<file path="src/rtl/wsg_pkg.sv">
// Package: shared types for the wait-state generator.
// Assumes wait counts fit in WAIT_W bits. The default of 4 bits allows
// up to 15 wait cycles per access.
package wsg_pkg;
    localparam int WAIT_W = 4;

    typedef logic [WAIT_W-1:0] wait_t;

    // Result of the address decode for the current bus cycle
    typedef struct packed {
        logic  hit;
        wait_t rd_wait;
        wait_t wr_wait;
    } region_sel_t;
endpackage

</file>
<file path="src/rtl/wsg_region_decode.sv">
// Module: wsg_region_decode
// Compares the address with every window of the table. It returns whether
// any window matched and the read and write wait counts of the
// lowest-numbered matching window.
// Assumes that a mask bit set to 1 means the address bit must equal the
// base bit. Purely combinational.
module wsg_region_decode
    import wsg_pkg::*;
#(
    parameter int ADDR_W      = 16,
    parameter int NUM_REGIONS = 2,
    parameter logic [NUM_REGIONS*ADDR_W-1:0] BASE    = '0,
    parameter logic [NUM_REGIONS*ADDR_W-1:0] MASK    = '0,
    parameter logic [NUM_REGIONS*WAIT_W-1:0] RD_WAIT = '0,
    parameter logic [NUM_REGIONS*WAIT_W-1:0] WR_WAIT = '0
) (
    input  logic [ADDR_W-1:0] addr,
    output region_sel_t       sel
);
    logic [NUM_REGIONS-1:0] match;

    // One comparator per window
    for (genvar g = 0; g < NUM_REGIONS; g++) begin : g_win
        assign match[g] =
            (((addr ^ BASE[g*ADDR_W +: ADDR_W]) & MASK[g*ADDR_W +: ADDR_W]) == '0);
    end

    // Priority pick: scan from the top so the lowest index is written last
    always_comb begin
        sel = '0;
        for (int i = NUM_REGIONS - 1; i >= 0; i--) begin
            if (match[i]) begin
                sel.hit     = 1'b1;
                sel.rd_wait = RD_WAIT[i*WAIT_W +: WAIT_W];
                sel.wr_wait = WR_WAIT[i*WAIT_W +: WAIT_W];
            end
        end
    end
endmodule

</file>
<file path="src/rtl/wsg_wait_counter.sv">
// Module: wsg_wait_counter
// Counts the wait cycles of one slow access and drives ready.
// Ready is low from the first cycle the request is seen until the number of
// low cycles reaches the wait count latched at the start of the access.
// Assumes the CPU holds address and strobes while ready is low. If the
// request is withdrawn, the wait ends at once.
module wsg_wait_counter
    import wsg_pkg::*;
(
    input  logic  clk,
    input  logic  rst_n,
    input  logic  req,
    input  wait_t req_wait,
    output logic  rdy,
    output logic  active,
    output wait_t cnt,
    output wait_t target
);
    // Ready decision for the current cycle
    always_comb begin
        if (!req)         rdy = 1'b1;
        else if (!active) rdy = (req_wait == '0);
        else              rdy = (cnt == target);
    end

    // Wait-state tracking: start, count, release, abort
    always_ff @(posedge clk) begin
        if (!rst_n) begin
            active <= 1'b0;
            cnt    <= '0;
            target <= '0;
        end else if (!active) begin
            if (req && req_wait != '0) begin
                active <= 1'b1;
                cnt    <= wait_t'(1);
                target <= req_wait;
            end
        end else if (!req || cnt == target) begin
            active <= 1'b0;
            cnt    <= '0;
        end else begin
            cnt <= wait_t'(cnt + 1'b1);
        end
    end
endmodule

</file>
<file path="src/rtl/waitstate_gen.sv">
// Module: waitstate_gen (top)
// Produces the CPU ready signal from the address decode. An access to a
// window in the table is held for the window's read or write wait count.
// When both strobes are high, the read count applies.
// Assumes a single clock domain and a CPU that stalls while ready is low.
module waitstate_gen
    import wsg_pkg::*;
#(
    parameter int ADDR_W      = 16,
    parameter int NUM_REGIONS = 2,
    parameter logic [NUM_REGIONS*ADDR_W-1:0] BASE    = {16'hC000, 16'hD000},
    parameter logic [NUM_REGIONS*ADDR_W-1:0] MASK    = {16'hE000, 16'hFF00},
    parameter logic [NUM_REGIONS*WAIT_W-1:0] RD_WAIT = {4'd3, 4'd1},
    parameter logic [NUM_REGIONS*WAIT_W-1:0] WR_WAIT = {4'd2, 4'd0}
) (
    input  logic              clk,
    input  logic              rst_n,
    input  logic [ADDR_W-1:0] addr,
    input  logic              rd_en,
    input  logic              wr_en,
    output logic              rdy
);
    region_sel_t sel;
    logic        access;
    logic        dec_hit;
    logic        req;
    wait_t       req_wait;
    logic        active;
    wait_t       cnt;
    wait_t       target;

    wsg_region_decode #(
        .ADDR_W      (ADDR_W),
        .NUM_REGIONS (NUM_REGIONS),
        .BASE        (BASE),
        .MASK        (MASK),
        .RD_WAIT     (RD_WAIT),
        .WR_WAIT     (WR_WAIT)
    ) decode_i (
        .addr (addr),
        .sel  (sel)
    );

    // Request qualification and read-over-write count choice
    always_comb begin
        access   = rd_en | wr_en;
        dec_hit  = sel.hit;
        req      = access & sel.hit;
        req_wait = rd_en ? sel.rd_wait : sel.wr_wait;
    end

    wsg_wait_counter counter_i (
        .clk      (clk),
        .rst_n    (rst_n),
        .req      (req),
        .req_wait (req_wait),
        .rdy      (rdy),
        .active   (active),
        .cnt      (cnt),
        .target   (target)
    );
endmodule

</file>
<file path="config.mk">
export PLATFORM = sky130hd
export DESIGN_NAME = waitstate_gen
export DESIGN_NICKNAME = d
export VERILOG_FILES = /design/src/rtl/wsg_pkg.sv /design/src/rtl/wsg_region_decode.sv /design/src/rtl/wsg_wait_counter.sv /design/src/rtl/waitstate_gen.sv
export SDC_FILE = /design/constraint.sdc
export NUM_CORES = 1
export LEC_CHECK = 0
export ABC_AREA = 1
export BUFFER_PORTS_ARGS = -buffer_cell sky130_fd_sc_hd__buf_2
export CORE_AREA = 3 3 40 42
export DETAILED_ROUTE_END_ITERATION = 6
export DIE_AREA = 0 0 43 45
export GPL_ROUTABILITY_DRIVEN = 0
export MAX_ROUTING_LAYER = met4
export PLACE_DENSITY_LB_ADDON = 0.08
export SKIP_CTS_REPAIR_TIMING = 1
export SLEW_MARGIN = 20
export SYNTH_ARGS = -nofsm -noshare
export SYNTH_HDL_FRONTEND = slang
export SYNTH_SLANG_ARGS = --single-unit
</file>
<file path="constraint.sdc">
create_clock -name clk -period 2.1 [get_ports clk]
set_input_delay 0.63 -clock clk [delete_from_list [all_inputs] [get_ports clk]]
set_output_delay 0.63 -clock clk [all_outputs]
set_load 0.05 [all_outputs]
</file>
==> flow_summary.ini <==
[sta]
holdWs_ps = 489
period_minus_slack_ps = 2030
timing.fmax_mhz = 493
timing_hold_violations_final = 0
finalSetupViolCount = 0
rsz_0062_raised_after_global_routing = false
pins_over_their_slew_limit = 0
worst_pin_slew_ps = 223
fin_worst_skew_ps = 4.60
period_share_pct = 96.5
slew-limit-headroom_pct = 85.1

[hold_path]
min_delay_worst_endpoint = counter_i.cnt[3]$_SDFFE_PN0P_
hold_path_startpoint = counter_i.cnt[3]$_SDFFE_PN0P_
worstHoldPathType = reg2reg
min_delay_path_depth = 2

[setup_path]
timing.critical_path.max_delay_family = simple AND/OR/NAND/NOR gates
reg2reg_to = counter_i.cnt[2]$_SDFFE_PN0P_
timing.critical_path.cells = buf_2 -> inv_2 -> nand2_2 -> nor2_4 -> nand3_2 -> nand3_2 -> nand2_2 -> inv_2 -> buf_8
worstPathArrival_ps = 1400
critical_path_s_slowest_cell = buf_8
worstRegToRegCells = 9
critical_path.max_fanout = 2
number_of_buffer_and_inverter_instances_along_the_worst_setup_path = 4
timing.rr.start = counter_i.cnt[0]$_SDFFE_PN0P_
worst-r2r-setup-slack_ps = 860
timing.setup.critical_path_class = in2out
worst_setup_path_start_kind = input pin
critical_path.endpoint_type = output port
timing.critical_path.slowest_cell_delay_ps = 140
cp.required_ps = 1470

[yosys]
yosys_top_cell_by_area = dfxtp_1
syn-mean-instance-area_um2 = 6.59
synth_seq_area_share_pct = 29.9
syn_area_um2 = 468
synthTopCellsByCount = 16 x nand2_1, 13 x inv_1, 7 x dfxtp_1, 7 x nand3_1, 6 x a21oi_1
yosys.area.top_type_share_pct = 29.9
edff_count_synth = 0
synth.distinct_cells = 14
synth_cells = 71
synthTopCellsByArea = dfxtp_1 30%, nand2_1 13%, inv_1 10%
post_synthesis_register_bit_count = 7
synth_async_sr_flop_share_pct = 0
yosys.cell_count.top_type = nand2_1
post_synthesis_net_count = 92
yosysWarnings = 0
synth-main-ff-cell = dfxtp_1

[clock_tree]
cts.reportedPaths.clkPinSlew_ps = 50
clockRootBuffer = clkbuf_4
htree_num_levels = 1
worst_skew_pair.late_latency_ps = 250
tritoncts = built
cts_made_buffers = 3
tritoncts_num_sinks = 7
max-clock-path-buffers = 2

[finish]
finish.utilization_pct = 49.7
synthToLayoutAreaGrowth_pct = 36.4
antennaDiodeCount = 0
final_layout_size_suffix_gt1_share_pct = 37.6
numnets_final = 115
fin_area_um2 = 638

[floorplan]
floorplan.initialDensity_pct = 36.4
core-area_um2 = 1280
floorplan.die.width_um = 43
die-height_um = 45
area_of_the_die_um2 = 1940
placement_rows = 13
ios = 21

[placed_design]
numPortBuffers = 12
placedInstanceArea_um2 = 584
place_hpwl_um = 795

[detailed_routing]
drt-wirelength-per-cell_um = 9.24
via_count = 489
postRouteAntennaNets = 0
drtIter0Drc = 11
vias_per_cell = 4.53
drcViolationCount = 0
dr.pass1.iters = 4
finalWirelength_um = 998

[global_routing]
antenna_found_initial = 0
gr-usage-all-layers_pct = 12.1
grt_pass1_vias = 448
wire_length_of_the_first_global_routing_pass_mm = 1.74
grt_start_max_net_pins = 8
grt_remaining_overflow = 0

[run]
number_of_max_cap_violations = 0

[power]
power.ir.vdd_worst_mv = 0.337
total_design_power_uw = 307
power_density_nw_per_um2 = 481
static-leakage-power_nw = 0.312

[status]
run_status = finished clean
## layout make-up
| class | count | area [um^2] |
|---|---|---|
| well taps | 15 | 18.8 |
| multi-input cells | 48 | 278 |
| inverters | 16 | 60.1 |
| repair buffers | 18 | 115 |
| flip-flops and latches | 7 | 140 |
| fillers | 141 | 647 |
| clock buffers | 4 | 26.3 |
## through the flow
step / instances / setup WS, ps / setup TNS (ps)
3_3_place_gp: 103 / -20.3 / -20.3
2_1_floorplan: 71 / 199 / 0
5_1_grt: 108 / 5.99 / 0
3_5_place_dp: 103 / -19.5 / -19.5
4_1_cts: 107 / -24.2 / -24.2
6_report: 108 / 73.0 / 0
## kinds of logic (layout without fill, tap and decap cells)
| family | count (synthesis) | after routing | synth area share [%] |
|---|---|---|---|
| compound gates | 6 | 6 | 6.42 |
| xor+xnor | 2 | 2 | 3.74 |
| fa+ha+maj | 1 | 1 | 2.67 |
| buf+inv | 16 | 38 | 12.8 |
| flops | 7 | 7 | 29.9 |
| simple gates | 39 | 39 | 44.4 |
## tightest hold or removal path, stage by stage (launching register included)
cell and delay, ps:
dfxtp_1 310, nand3_1 70, a21oi_1 60
## registers in the layout (all words and copies together) (netlist names)
signal and count:
counter_i.target 2, counter_i.active 1, counter_i.cnt 4
## routing by layer
layer  part of all wire (%)  global-route usage [%]  routed length [um]  up-vias
met1                     51                    15.7                 509      210
met5                      0                       -                   0        -
met3                    5.6                    3.98                  56        0
met4                      0                    5.42                   0        0
met2                     43                    17.1                 432       14
li1                       -                       -                   -      265
## power breakdown
group	leakage [nW]	switching, mW	internal [mW]	total [mW]
Clock	0.0150	0.0486	0.0724	0.121
Sequential	0.0566	0.00255	0.135	0.138
Combinational	0.241	0.0267	0.0214	0.0480
Total	0.312	0.0779	0.229	0.307
## worst max path at each step
stage	startpoint	depth (start not counted)	to
final	addr[13]	9	rdy
after floorplan	addr[13]	7	rdy
after global placement	addr[8]	9	rdy
after detailed placement	addr[8]	9	rdy
after global routing	addr[13]	9	rdy
after CTS	addr[8]	9	rdy
## placed cells by master (no fill, tap or decap)
cell type / instances
clkbuf_4: 3
xor2_1: 2
nand3_2: 4
buf_2: 11
nand2_1: 14
nand2_2: 4
nor2_1: 5
dfxtp_1: 7
nand3_1: 7
buf_8: 1
nand4_1: 2
buf_4: 6
clkbuf_1: 1
inv_1: 13
ha_1: 1
inv_2: 3
nor2_4: 3
a21oi_1: 6
(Power assumes the default switching activity.)
